$ cat src/rtl/wp_unlock_pkg.sv
package wp_unlock_pkg;

  typedef enum logic [2:0] {
    ST_LOCKED = 3'd0,
    ST_GOT1   = 3'd1,
    ST_GOT2   = 3'd2,
    ST_ARMED  = 3'd3,
    ST_OPEN   = 3'd4,
    ST_DUMMY  = 3'd5
  } seqState_t;

  typedef struct packed {
    logic markKey;
    logic fireSpurious;
    logic openWin;
    logic closeWin;
  } seqStrobe_t;

endpackage

$ cat src/rtl/wp_unlock_datapath.sv
module wp_unlock_datapath
  import wp_unlock_pkg::*;
#(
  parameter int ADDR_W    = 15,
  parameter int DATA_W    = 8,
  parameter int KEY_STEPS = 3,
  parameter logic [KEY_STEPS*ADDR_W-1:0] KEY_ADDRS = {15'h5555, 15'h2AAA, 15'h5555},
  parameter logic [KEY_STEPS*DATA_W-1:0] KEY_DATAS = {8'hA0, 8'h55, 8'hAA}
) (
  input  logic                 clk,
  input  logic                 rstN,
  input  logic [ADDR_W-1:0]    wrAddr,
  input  logic [DATA_W-1:0]    wrData,
  input  seqStrobe_t           strobe,
  output logic [KEY_STEPS-1:0] keyHit,
  output logic                 suppressStore,
  output logic                 spuriousReq,
  output logic                 writeEnabled
);

  for (genvar k = 0; k < KEY_STEPS; k++) begin : g_keyCmp
    assign keyHit[k] = (wrAddr == KEY_ADDRS[k*ADDR_W +: ADDR_W]) &&
                       (wrData == KEY_DATAS[k*DATA_W +: DATA_W]);
  end

  always_ff @(posedge clk or negedge rstN) begin
    if (!rstN) begin
      suppressStore <= 1'b0;
      spuriousReq   <= 1'b0;
      writeEnabled  <= 1'b0;
    end else begin
      suppressStore <= strobe.markKey;
      spuriousReq   <= strobe.fireSpurious;
      if (strobe.closeWin)     writeEnabled <= 1'b0;
      else if (strobe.openWin) writeEnabled <= 1'b1;
    end
  end

  AST_KEY_NOT_STORED_WHILE_OPEN: assert property (@(posedge clk) disable iff (!rstN)
    suppressStore |-> !writeEnabled);
  AST_SPUR_SINGLE: assert property (@(posedge clk) disable iff (!rstN)
    spuriousReq |=> !spuriousReq);
  AST_SPUR_NOT_KEY: assert property (@(posedge clk) disable iff (!rstN)
    !(spuriousReq && suppressStore));

endmodule

$ cat src/rtl/wp_unlock_control.sv
module wp_unlock_control
  import wp_unlock_pkg::*;
(
  input  logic       clk,
  input  logic       rstN,
  input  logic       wrStb,
  input  logic       loadTimeout,
  input  logic       progDone,
  input  logic [2:0] keyHit,
  output seqStrobe_t strobe
);

  seqState_t state, stateNxt;

  always_comb begin
    stateNxt = state;
    strobe   = '0;
    unique case (state)
      ST_LOCKED, ST_GOT1, ST_GOT2: begin
        if (wrStb) begin
          if (state == ST_GOT1 && keyHit[1]) begin
            stateNxt       = ST_GOT2;
            strobe.markKey = 1'b1;
          end else if (state == ST_GOT2 && keyHit[2]) begin
            stateNxt       = ST_ARMED;
            strobe.markKey = 1'b1;
          end else if (keyHit[0]) begin
            stateNxt       = ST_GOT1;
            strobe.markKey = 1'b1;
          end else begin
            stateNxt            = ST_DUMMY;
            strobe.fireSpurious = 1'b1;
          end
        end else if (loadTimeout) begin
          stateNxt = ST_LOCKED;
        end
      end
      ST_ARMED: begin
        if (wrStb) begin
          stateNxt       = ST_OPEN;
          strobe.openWin = 1'b1;
        end else if (loadTimeout) begin
          stateNxt = ST_LOCKED;
        end
      end
      ST_OPEN: begin
        if (progDone) begin
          stateNxt        = ST_LOCKED;
          strobe.closeWin = 1'b1;
        end
      end
      ST_DUMMY: begin
        if (progDone) stateNxt = ST_LOCKED;
      end
      default: stateNxt = ST_LOCKED;
    endcase
  end

  always_ff @(posedge clk or negedge rstN) begin
    if (!rstN) state <= ST_LOCKED;
    else       state <= stateNxt;
  end

  AST_OPEN_ONLY_AFTER_KEY: assert property (@(posedge clk) disable iff (!rstN)
    (state == ST_OPEN) |-> ($past(state) == ST_ARMED || $past(state) == ST_OPEN));
  AST_DONE_RELOCKS: assert property (@(posedge clk) disable iff (!rstN)
    (state == ST_OPEN && progDone) |=> (state == ST_LOCKED));
  AST_TIMEOUT_KEEPS_OPEN: assert property (@(posedge clk) disable iff (!rstN)
    (state == ST_OPEN && !progDone) |=> (state == ST_OPEN));
  AST_DUMMY_HOLDS: assert property (@(posedge clk) disable iff (!rstN)
    (state == ST_DUMMY && !progDone) |=> (state == ST_DUMMY));

endmodule

$ cat src/rtl/wp_unlock_seq.sv
module wp_unlock_seq
  import wp_unlock_pkg::*;
#(
  parameter int ADDR_W = 15,
  parameter int DATA_W = 8
) (
  input  logic              clk,
  input  logic              rstN,
  input  logic              wrStb,
  input  logic [ADDR_W-1:0] wrAddr,
  input  logic [DATA_W-1:0] wrData,
  input  logic              loadTimeout,
  input  logic              progDone,
  output logic              writeEnabled,
  output logic              suppressStore,
  output logic              spuriousReq
);

  localparam int KEY_STEPS = 3;
  localparam logic [KEY_STEPS*ADDR_W-1:0] KEY_ADDRS =
    {ADDR_W'(15'h5555), ADDR_W'(15'h2AAA), ADDR_W'(15'h5555)};
  localparam logic [KEY_STEPS*DATA_W-1:0] KEY_DATAS =
    {DATA_W'(8'hA0), DATA_W'(8'h55), DATA_W'(8'hAA)};

  seqStrobe_t           strobe;
  logic [KEY_STEPS-1:0] keyHit;

  wp_unlock_control u_ctrl (
    .clk         (clk),
    .rstN        (rstN),
    .wrStb       (wrStb),
    .loadTimeout (loadTimeout),
    .progDone    (progDone),
    .keyHit      (keyHit),
    .strobe      (strobe)
  );

  wp_unlock_datapath #(
    .ADDR_W    (ADDR_W),
    .DATA_W    (DATA_W),
    .KEY_STEPS (KEY_STEPS),
    .KEY_ADDRS (KEY_ADDRS),
    .KEY_DATAS (KEY_DATAS)
  ) u_dp (
    .clk           (clk),
    .rstN          (rstN),
    .wrAddr        (wrAddr),
    .wrData        (wrData),
    .strobe        (strobe),
    .keyHit        (keyHit),
    .suppressStore (suppressStore),
    .spuriousReq   (spuriousReq),
    .writeEnabled  (writeEnabled)
  );

endmodule

$ cat config.mk
export PLATFORM = sky130hd
export DESIGN_NAME = wp_unlock_seq
export DESIGN_NICKNAME = d
export VERILOG_FILES = /design/src/rtl/wp_unlock_pkg.sv /design/src/rtl/wp_unlock_datapath.sv /design/src/rtl/wp_unlock_control.sv /design/src/rtl/wp_unlock_seq.sv
export SDC_FILE = /design/constraint.sdc
export NUM_CORES = 1
export LEC_CHECK = 0
export BUFFER_PORTS_ARGS = -buffer_cell sky130_fd_sc_hd__buf_4
export CAP_MARGIN = 20
export CORE_AREA = 2 2 39 41
export CTS_BUF_LIST = sky130_fd_sc_hd__clkbuf_8
export DETAILED_ROUTE_END_ITERATION = 8
export DIE_AREA = 0 0 41 43
export GPL_TIMING_DRIVEN = 1
export PLACE_DENSITY = 0.8
export SLEW_MARGIN = 20
export SYNTH_ARGS = -nofsm -noshare
export SYNTH_HDL_FRONTEND = slang
export SYNTH_SLANG_ARGS = --single-unit
export TNS_END_PERCENT = 5
$ cat constraint.sdc
create_clock -name clk -period 1.7 [get_ports clk]
set_input_delay 0.34 -clock clk [delete_from_list [all_inputs] [get_ports clk]]
set_output_delay 0.34 -clock clk [all_outputs]
set_load 0.01 [all_outputs]
==> results.txt, run 1 <==
The largest driver fanout on the critical path is 6. The final route contains 498 vias. STA classifies the critical path startpoint as a flop. The slack of the critical path is 0.371 ns. The clock latency on the worst-skew pair is 0.23 ns. The combined area of the multi-input logic cells is 304 sq um.

The number of library cell types mapped by synthesis came out at 24. After layout, the minimum clock period comes to 1.33 ns. Buffers placed on the I/O ports in this run total 30. The global-route met3 utilization came out at 6.28%. Setup violations remaining at the end of the flow were counted as 0. The final count of pins violating max slew is 0. The post-detailed-route via-to-cell ratio is 5.19. TritonCTS built the clock tree. The finished layout holds 96 standard cells, fillers aside. For this run, design rule violations remaining after detail routing come to 0. The highest clock frequency the design can meet came out at 0.752 GHz. In this run the number of H-tree levels came out at 1.

The number of flip-flops and latches in the synthesized netlist came out at 6. The setup TNS is 0 ns. The path type of the worst min-delay path is in2reg.

The clock passes through at most 2 buffers. After synthesis, the mean cell area works out to 9.96 sq um. After detailed placement, the design holds a cell count of 92. The initial standard-cell utilization of the core came out at 33.1%. The filler cell count came out at 136.

The sum of net half-perimeters after detailed placement came out at 961 um. The net count after synthesis came out at 74. CTS placed an instance of clkbuf_8 at the clock tree root.

The iteration count of the initial detailed-routing pass is 2. The post-route clock skew came out at 0.00433 ns. The fraction of layout cells with a size suffix above 1 came out at 51.2%. The synthesized area is 458 sq um. The overall overflow remaining after global route came out at 0. The worst endpoint data arrival time is 1.43 ns.

The most used routing layer in global routing is met2. The via count of the first global-routing pass came out at 484. The analysis attributes to cell leakage a power of 0.000354 uW.

The detailed router finished its first iteration with 3 violations. The average wire per cell in the routed design is 11.6 um. The placer congestion estimate came out at 0.715. The logic depth of the worst register-to-register path is 4. The die footprint came out at 0.00176 sq mm. The highest ir drop seen on vdd is 544 uV. The count of nets after finishing came out at 110.

The global-route wire length before repair is 1.76 mm. The hold-critical path depth is 3. The number of ports placed on the die boundary is 31. The number of rows in the core area is 14.

After clock tree synthesis, the clock-pin slew on the worst setup and hold paths is 0.04 ns. The maximum number of pins on one net before global-route repair came out at 8. The total inserted antenna cells came out at 0. The post-synthesis sequential area ratio is 32.8%. The initial antenna violation count is 0.

The global-route track usage on met1 came out at 17.6%. The core region is 0.00138 sq mm. The actual transition at the worst max-transition pin came out at 0.399 ns. Dividing total power by cell area gives a power density of 637 mW/mm^2. The post-cts resize count is 0.

The count of nets left with antenna violations once routing finished came out at 0. The hold violation count in the final report was 0. The required time of the worst setup path is 1.80 ns. The flow ran to the end, and the final reports show no timing, DRC or antenna violations.

The worst slack at placement came out at 0.264 ns. The number of clock buffers inserted by TritonCTS came out at 3. The height of the die is 43 um. The final critical path takes up 78.2% of the cycle. The global-route track usage on met2 came out at 23.1%.

Headroom to the max-slew limit came out at 73.2%. The count of maximum capacitance violations is 0. Setup repair after global routing left no endpoint under its margin. The number of warnings issued by yosys came out at 0. By startpoint and endpoint, the worst setup path is classified as reg2reg. The aggregate global-route resource usage is 14.7%.

The area taken by flip-flops and latches is 150 sq um. The clock sink count is 6. Relative to the synthesized area, the layout overhead comes to 64.8%. The width of the chip came out at 41 um. The gate count after technology mapping came out at 46. STA classifies the critical path endpoint as a flop.

The detailed-route wire length came out at 1.11 mm.
==> cell families (layout without fill, tap and decap cells) <==
group,Yosys count,after routing,share of synthesized area [%]
AO/OA/AOI/OAI,11,11,18.3
buffers and inverters,1,35,0.819
flip-flops,6,6,32.8
AND/OR/NAND/NOR,28,28,48.1
==> what timing repair did <==
action,CTS,global route
buffers inserted,0,0
hold endpoints to repair,6,0
hold buffers,1,0
==> worst max-delay path, stage by stage (launching register included) <==
cell,delay [ns]
dfrtp_1,0.42
nor4bb_1,0.29
nand3_1,0.17
o21ai_1,0.23
o21ai_1,0.10
==> sequential cells by signal (all words and copies together) (netlist names) <==
name and count:
u_dp.writeEnabled 1, u_dp.spuriousReq 1, u_ctrl.state 3, u_dp.suppressStore 1
==> cells in the mapped netlist, drive strengths merged <==
library cell  n  area, sq um
a31oi         2         12.5
nand4         2         12.5
nand2         4         15.0
nor3          1         5.00
dfrtp         6          150
nand3         1         5.00
and4bb        5         62.6
and3b         1         8.76
o32ai         1         16.3
nor4b         1         15.0
a211oi        2         20.0
and2b         1         7.51
nand3b        2         18.8
a21o          1         7.51
nor3b         2         15.0
inv           1         3.75
nor4bb        4         40.0
nor2          4         15.0
o21ai         4         20.0
o21a          1         7.51
==> per-stage QoR <==
step	total power (uW)	util [%]	hold WS, ns	cell area [sq um]
CTS	489	54.5	0.411	754
finish	481	54.5	0.410	754
floorplan	199	-	0.0444	458
global route	505	54.5	0.438	754
global placement	265	50.8	0.147	703
detailed placement	267	50.8	0.149	703
==> worst paths after layout <==
kind	startpoint	to	slack (ns)
setup / recovery	u_ctrl.state[2]	u_ctrl.state[2]	0.37
hold / removal	wrStb	u_ctrl.state[2]	0.41
setup reg to reg	u_ctrl.state[2]	u_ctrl.state[2]	0.37
hold reg to reg	u_dp.writeEnabled	u_dp.writeEnabled	0.51
max in group asynchronous	rstN	u_dp.suppressStore	1.13
min in group asynchronous	rstN	u_ctrl.state[2]	0.46
==> routing by layer <==
metal	part of all wire (%)	routed length [um]	vias up
met2	50	553	20
met5	0	0	-
met3	7.6	84	0
li1	-	-	256
met1	43	473	222
met4	0	0	0
==> power by group <==
group          switching, uW  leakage, uW  internal, uW
clock                   62.6    0.0000216           152
combinational           34.0     0.000253          66.4
sequential              12.2    0.0000790           153
total                    109     0.000354           372
==> final cells by class <==
cell class | count | share of cell area (%)
multi-input cells | 39 | 40.3
repair buffers | 31 | 31.2
flip-flops and latches | 6 | 19.9
clock buffers | 3 | 5.47
well taps | 16 | 2.65
inverters | 1 | 0.498
==> cells in the final DEF, fill, tap and decap left out <==
master	netlist	final
buf_4	0	30
dfrtp_1	6	6
and4bb_2	4	4
nor2_1	4	4
nor4bb_1	4	4
nand2_1	4	4
clkbuf_8	0	3
nand4_1	2	2
o21ai_1	2	2
nor3b_1	2	2
a31oi_1	2	2
o21ai_0	2	2
and4bb_1	1	1
nand3_1	1	1
inv_1	1	1
a211oi_1	1	1
and2b_1	1	1
nand3b_2	1	1
nand3b_1	1	1
nor4b_2	1	1
and3b_1	1	1
a211oi_2	1	1
o21a_1	1	1
o32ai_2	1	1
a21o_1	1	1
nor3_1	1	1
dlygate4sd3_1	0	1
No activity file was read; power rests on OpenSTA's default activity.
==> run 2, diff against run 1 <==
--- a/config.mk
+++ b/config.mk
@@ -5,6 +5,7 @@
 export SDC_FILE = /design/constraint.sdc
 export NUM_CORES = 1
 export LEC_CHECK = 0
+export ABC_AREA = 1
 export BUFFER_PORTS_ARGS = -buffer_cell sky130_fd_sc_hd__buf_4
 export CAP_MARGIN = 20
 export CORE_AREA = 2 2 39 41
@@ -12,7 +13,7 @@
 export DETAILED_ROUTE_END_ITERATION = 8
 export DIE_AREA = 0 0 41 43
 export GPL_TIMING_DRIVEN = 1
-export PLACE_DENSITY = 0.8
+export PLACE_DENSITY = 0.88
 export SLEW_MARGIN = 20
 export SYNTH_ARGS = -nofsm -noshare
 export SYNTH_HDL_FRONTEND = slang
==> constraint.sdc (replaced) <==
create_clock -name clk -period 1.3 [get_ports clk]
set_input_delay 0.26 -clock clk [delete_from_list [all_inputs] [get_ports clk]]
set_output_delay 0.26 -clock clk [all_outputs]
set_load 0.01 [all_outputs]
==> results.txt, run 2 <==
The global-route wire length before repair was 2.17 mm (+24%). The average wire per cell in the routed design is 8.73 um (-25%). The width of the chip is 41 um (unchanged). By instance count, the leading cell after synthesis is nand2_1. The mean cell area of the mapped netlist is 5.48 sq um (-45%). The startpoint of the worst hold path is progDone.

The gate count after technology mapping came out at 101 (+120%). The number of design-rule violations left by the first detailed-router iteration came out at 17 (+14). The number of enable flip-flop cells after synthesis came to 0 (unchanged). The height of the die is 43 um (unchanged). The flop-to-flop setup slack came out at 0.14 ns (-0.23 ns). The number of warnings issued by yosys came out at 0 (unchanged). The highest ir drop seen on vdd came out at 763 uV (+40%). TritonCTS built the clock tree. The library cell used most frequently in the layout, excluding fill and tap cells, is nand2_1. The leakage component of the power came out at 0.000512 uW (+45%). The number of flip-flops and latches in the synthesized netlist came out at 6 (unchanged). The logic depth of the worst register-to-register path is 6 (+2).

The die footprint came out at 0.00176 sq mm (unchanged). The port buffer count came out at 30 (unchanged). The post-detailed-route via-to-cell ratio came to 4.59 (-12%).

The count of placed standard cells in the final layout, fillers left out is 151 (+57%). The kind of end point of the critical path is a flop. The maximum number of pins on one net before global-route repair came out at 7 (-1). The total placed cells including tap cells was 147 (+60%). The cell area after placement is 798 sq um (+14%). The number of ports placed on the die boundary is 31 (unchanged). The hold-critical path depth is 2 (-1). The clock-pin slew of the registers on the worst-case setup and hold paths is 0.04 ns (about the same). The switching share of power came out at 25.1% (+2.5 points).

The placer congestion estimate is 0.769 (+7.6%). The share of the clock period used by the worst path after layout is 89.4% (+11 points). The setup TNS was 0 ns (unchanged). The via count of the first global-routing pass is 597 (+23%). After synthesis, the cell types taking the most area are dfrtp_1, nand2_1, inv_1. The flow ran to the end, and the final reports show no timing, DRC or antenna violations. The count of maximum capacitance violations came out at 0 (unchanged). The power density of the placed cells came to 764 mW/mm^2 (+20%).

The number of clock buffers inserted by TritonCTS is 3 (unchanged). The DRC violations left came out at 0 (unchanged). In this run the critical register-to-register path is captured at u_ctrl.state[2]. The number of flip-flops under the largest register name came to 3 (unchanged).

The clock latency on the worst-skew pair was 0.22 ns (about the same). The sum of net half-perimeters after detailed placement came out at 1.17 mm (+22%). The register with the most flip-flops is u_ctrl.state. The residual antenna-violating net count after detailed routing came out at 0 (unchanged). The worst slew margin relative to its limit is 81.9% (+8.7 points).

The area growth from synthesis to final layout came out at 53.8%. The share of total power in combinational logic came to 25.0% (+4.1 points). The total inserted antenna cells was 0 (unchanged). The via total after detailed routing is 693 (+39%). The share of async-settable or async-resettable flops after synthesis came out at 100% (unchanged).

The worst endpoint data arrival time came out at 1.26 ns (-0.17 ns). The kind of start point of the critical path is a flop. The post-layout total power is 650 uW (+35%). The number of endpoints failing setup at the final stage came to 0 (unchanged). The combined area of the multi-input logic cells came to 317 sq um (+4.1%).

The area share of the largest cell type after synthesis is 27.1% (-5.6 points). The number of rows in the core area is 14 (unchanged). By count the netlist is led by nand2_1, inv_1, nor2_1. The buffer levels on the longest clock path was 2 (unchanged).

The final count of pins violating max slew is 0 (unchanged). The worst hold endpoint is u_dp.writeEnabled. The detailed-route wire length is 1.32 mm (+19%). The largest driver fanout on the critical path came out at 5 (-1). The area taken by flip-flops and latches came out at 151 sq um (+0.83%).

The switching component of the power is 163 uW (+50%). The initial antenna violation count is 0 (unchanged). The area of the core region came out at 0.00138 sq mm (unchanged). For this run, the leading register cell type out of synthesis is dfrtp_1. The path type of the worst min-delay path is in2reg.

The fraction of layout cells with a size suffix above 1 was 31.1% (-20 points). The highest clock frequency the design can meet came out at 0.861 GHz (+14%). The worst setup path is of the reg2reg kind. Setup repair after global routing left no endpoint under its margin. The clock period minus final worst setup slack came to 1.16 ns (-0.168 ns). The count of nets after finishing came out at 165 (+50%). The post-route clock skew is 0.000403 ns (-0.00393 ns).

The actual transition at the worst max-transition pin came to 0.270 ns (-0.129 ns). In the layout the commonest cells are nand2_1, buf_4, inv_1, nor2_1. In this run the clock root is driven by a clkbuf_8. The total number of H-tree levels was 1 (unchanged). The fraction of power consumed by sequential logic is 33.1% (-1.3 points). The required time of the worst setup path is 1.40 ns (-0.40 ns). The overall overflow remaining after global route came out at 0 (unchanged).

The iteration count of the initial detailed-routing pass came to 4 (+2). The first element of the critical path is u_ctrl.state[2]. The initial standard-cell utilization of the core came out at 40.0% (+6.9 points). The core utilization of the finished layout is 61.5% (+7.0 points). The hold violation count in the final report came to 0 (unchanged).

The filler cell count is 143 (+5.1%). The fraction of power consumed by the clock network came out at 41.9% (-2.8 points). The aggregate global-route resource usage is 17.2% (+2.4 points). The synthesized area came out at 553 sq um (+21%). The post-synthesis sequential area ratio is 27.1% (-5.6 points). The internal cell power came out at 487 uW (+31%). The worst register-to-register path begins at u_ctrl.state[2]. The post-layout instance area is 851 sq um (+13%).

The clock sink count came out at 6 (unchanged). The cell type contributing the most total cell area after synthesis is dfrtp_1. The number of library cell types mapped by synthesis came to 14 (-42%).

The net count after synthesis is 129 (+74%).
==> run 2: cell types whose count changed in the layout (fill, tap and decap cells not counted), sizes merged, moves of 2 or more <==
cell	change
a211oi	-2
a21oi	+3
a31oi	-2
and4bb	-5
inv	+22
nand2	+29
nand3	+5
nand3b	-2
nor2	+17
nor3	+4
nor3b	-2
nor4bb	-4
o21ai	-3
==> run 2: final cells by class <==
type | count | area share, %
flip-flops and latches | 6 | 17.8
clock buffers | 3 | 4.85
inverters | 23 | 10.1
well taps | 16 | 2.35
repair buffers | 31 | 27.6
multi-input cells | 72 | 37.2
==> run 2: critical path: stages, from the launching register on <==
cell and delay, ns:
dfrtp_2 0.43, inv_2 0.08, nand3_1 0.08, nor3_2 0.17, nand2_1 0.10, nand4_1 0.11, nand2_1 0.07
==> run 2: kinds of logic (layout without fill, tap and decap cells) <==
logic type             after synthesis  count (layout)  synth area share, %
AO/OA/AOI/OAI                        4               4                 3.62
AND/OR/NAND/NOR                     68              68                 53.6
flip-flops                           6               6                 27.1
buffers and inverters               23              57                 15.6
==> run 2: what timing repair did <==
action,4_1_cts,5_1_grt
endpoints found under the hold margin,6,0
gates resized for setup,0,1
hold buffers,1,0
setup buffers,0,0
setup endpoints to repair,0,1
==> run 2: worst max-delay path by stage <==
stage               slack [ns]          endpoint  cells after the start
floorplan                 0.24   u_ctrl.state[2]                      6
global placement          0.20  u_dp.spuriousReq                      6
detailed placement        0.13   u_ctrl.state[2]                      6
CTS                       0.12   u_ctrl.state[2]                      6
global route              0.01   u_ctrl.state[2]                      6
finish                    0.14   u_ctrl.state[2]                      6
==> run 2: metal layers <==
layer	wire [um]	global-route usage [%]	vias up
li1	-	-	370
met1	568	22.7	305
met2	688	28.7	18
met3	61	3.14	0
met4	0	2.00	0
met5	0	0	-
==> run 2: power by group through the flow <==
stage | Combinational [uW] | Clock [uW] | Sequential, uW
3_5_place_dp | 161 | 0 | 216
2_1_floorplan | 65.5 | 0 | 216
5_1_grt | 185 | 286 | 218
4_1_cts | 164 | 277 | 214
6_report | 163 | 272 | 215
3_3_place_gp | 155 | 0 | 216
==> run 2: per-stage QoR <==
stage                     worst slack, ns  hold WS (ns)
after global placement              0.196        0.0662
final                               0.138         0.236
after CTS                           0.121         0.231
after detailed placement            0.127        0.0683
after floorplan                     0.240       -0.0356
after global routing               0.0137         0.248
==> run 3, diff against run 2 <==
--- a/config.mk
+++ b/config.mk
@@ -8,12 +8,11 @@
 export ABC_AREA = 1
 export BUFFER_PORTS_ARGS = -buffer_cell sky130_fd_sc_hd__buf_4
 export CAP_MARGIN = 20
-export CORE_AREA = 2 2 39 41
+export CORE_UTILIZATION = 40
 export CTS_BUF_LIST = sky130_fd_sc_hd__clkbuf_8
 export DETAILED_ROUTE_END_ITERATION = 8
-export DIE_AREA = 0 0 41 43
 export GPL_TIMING_DRIVEN = 1
-export PLACE_DENSITY = 0.88
+export PLACE_DENSITY = 0.85
 export SLEW_MARGIN = 20
 export SYNTH_ARGS = -nofsm -noshare
 export SYNTH_HDL_FRONTEND = slang
==> constraint.sdc (replaced) <==
create_clock -name clk -period 1.3 [get_ports clk]
set_input_delay 0.195 -clock clk [delete_from_list [all_inputs] [get_ports clk]]
set_output_delay 0.195 -clock clk [all_outputs]
set_load 0.01 [all_outputs]
==> results.txt, run 3 (synthesis results as in run 2) <==
The count of maximum capacitance violations is 0 (unchanged). The post-layout instance area is 857 sq um (+0.74%). The path type of the worst min-delay path is in2reg. The via total after detailed routing is 734 (+5.9%). The detailed-route wire length came out at 1.55 mm (+18%). The startpoint of the worst hold path is progDone.

The total placed cells including tap cells came to 146 (-0.68%). The flop-to-flop setup slack is 0.06 ns (-0.08 ns). The die footprint came out at 0.00154 sq mm (-13%).

The flow ran to the end, and the final reports show no timing, DRC or antenna violations. The power density of the placed cells came out at 775 mW/mm^2 (+1.4%). The leakage component of the power is 0.000517 uW (+0.95%).

TritonCTS built the clock tree. The largest driver fanout on the critical path is 4 (-1). The type of the worst setup path is reg2reg. The via count of the first global-routing pass is 659 (+10%). The DRC violations left came out at 0 (unchanged).

The number of design-rule violations left by the first detailed-router iteration is 20 (+3). The number of ports placed on the die boundary came out at 31 (unchanged). The total number of H-tree levels is 1 (unchanged). The logic depth of the worst register-to-register path is 6 (unchanged). The sum of net half-perimeters after detailed placement came out at 1.18 mm (+0.67%). The clock latency on the worst-skew pair was 0.22 ns (about the same). The iteration count of the initial detailed-routing pass is 4 (unchanged).

The number of flip-flops under the largest register name is 3 (unchanged). The port buffer count came out at 30 (unchanged). The highest clock frequency the design can meet is 0.806 GHz (-6.4%). The highest ir drop seen on vdd came out at 702 uV (-8.0%). The width of the chip came out at 39.2 um (-4.4%). The slack of the critical path came to 0.0594 ns (-0.0788 ns). Traced cell by cell, the critical path runs through inv_2 -> nand3_1 -> nor3_2 -> nand2_1 -> nand4_1 -> nand2_1.

The core utilization of the finished layout came out at 65.9% (+4.4 points). The number of rows in the core area came out at 13 (-1). The initial antenna violation count is 0 (unchanged). The buffer levels on the longest clock path came to 2 (unchanged). The initial standard-cell utilization of the core is 42.5% (+2.5 points). The hold-critical path depth is 2 (unchanged). The required time of the worst setup path came to 1.40 ns (about the same). The residual antenna-violating net count after detailed routing is 0 (unchanged). The worst hold path terminates at u_dp.writeEnabled. The hold violation count in the final report is 0 (unchanged). The post-route clock skew is 0.00524 ns (+0.00484 ns). The fraction of layout cells with a size suffix above 1 came out at 31.6% (+0.51 points).

The total inserted antenna cells came to 0 (unchanged). The aggregate global-route resource usage was 22.5% (+5.3 points). In the layout the commonest cells are nand2_1, buf_4, inv_1, nor2_1. The worst endpoint data arrival time is 1.34 ns (+0.08 ns). The overall overflow remaining after global route came out at 0 (unchanged). The clock-pin slew of the registers on the worst-case setup and hold paths is 0.04 ns (about the same). The post-detailed-route via-to-cell ratio is 4.86 (+5.9%). Clock tree synthesis selected as its root buffer the cell clkbuf_8. The kind of start point of the critical path is a flop.

The average wire per cell in the routed design came out at 10.3 um (+18%). The filler cell count came out at 128 (-10%). The actual transition at the worst max-transition pin came out at 0.310 ns (+0.0405 ns).

The share of the clock period used by the worst path after layout is 95.4% (+6.1 points). The count of nets after finishing was 166 (+0.61%). The clock sink count was 6 (unchanged). The global-route wire length before repair came out at 2.36 mm (+8.6%). The number of clock buffers inserted by TritonCTS came to 3 (unchanged). The cell area after placement came out at 797 sq um (-0.16%). The worst slew margin relative to its limit came to 79.2% (-2.7 points). The maximum number of pins on one net before global-route repair is 7 (unchanged).

The number of endpoints failing setup at the final stage is 0 (unchanged). The slowest stage of the critical path is the dfrtp_2 cell. The count of placed standard cells in the final layout, fillers left out is 151 (unchanged). The worst slack at placement is 0.158 ns (+0.0316 ns). The kind of end point of the critical path is a flop. The highest cell delay on the worst timing path came out at 0.42 ns (about the same). The register with the most flip-flops in the final layout is u_ctrl.state. The end of the worst register-to-register path is u_ctrl.state[2]. The library cell used most frequently in the layout, excluding fill and tap cells, is nand2_1. In this design, the critical path's most frequently occurring cell is nand2_1. The final count of pins violating max slew is 0 (unchanged). The area of the core region came to 0.00130 sq mm (-6.0%). The clock period minus final worst setup slack is 1.24 ns (+0.0788 ns). The area growth from synthesis to final layout is 55.0%. The worst register-to-register path begins at u_ctrl.state[2].

The placer congestion estimate is 0.823 (+7.1%). The height of the die is 39.2 um (-8.9%).
-- run 3: how the worst max path moves through the flow --
stage,slack (ns),from,cells after the start,end
3_3_place_gp,0.19,u_ctrl.state[2],6,u_ctrl.state[2]
3_5_place_dp,0.16,u_ctrl.state[2],6,u_ctrl.state[2]
4_1_cts,0.13,u_ctrl.state[2],6,u_ctrl.state[2]
2_1_floorplan,0.24,u_ctrl.state[2],6,u_ctrl.state[2]
6_report,0.06,u_ctrl.state[2],6,u_ctrl.state[2]
5_1_grt,-0.05,u_ctrl.state[2],6,u_ctrl.state[2]
-- run 3: power breakdown --
group | switching (uW) | internal (uW)
sequential | 12.8 | 202
combinational | 84.9 | 92.5
clock | 73.8 | 198
-- run 3: layout make-up --
class	count	area [sq um]	share of cell area, %
Inverter	23	86.3	10.1
Tap cell	15	18.8	2.19
Multi-Input combinational cell	72	317	36.9
Sequential cell	6	151	17.7
Timing Repair Buffer	32	243	28.3
Clock buffer	3	41.3	4.82
-- run 3: stage by stage --
stage / total power (uW) / hold WS (ns) / TNS [ns]
detailed placement: 379 / 0.00204 / 0
floorplan: 282 / -0.101 / 0
CTS: 654 / 0.168 / 0
global placement: 372 / 0.00306 / 0
finish: 664 / 0.176 / 0
global route: 707 / 0.168 / -0.0869
-- run 3: timing repair --
action,4_1_cts,5_1_grt
gates resized for setup,0,1
hold endpoints to repair,6,0
endpoints found under the setup margin,0,2
hold buffers,1,0
buffers inserted,0,1
-- run 3: metal layers --
metal | track usage (%) | wire [um] | vias up
li1 | - | - | 378
met1 | 25.2 | 663 | 327
met2 | 40.8 | 788 | 29
met3 | 5.78 | 97 | 0
met4 | 6.90 | 0 | 0
met5 | 0 | 0 | -
-- run 3: worst max-delay path, delay by kind of cell, from the launching register on --
kind	cells	cell delay, ns
buffers and inverters	1	0.09
flip-flops	1	0.42
AND/OR/NAND/NOR	5	0.62
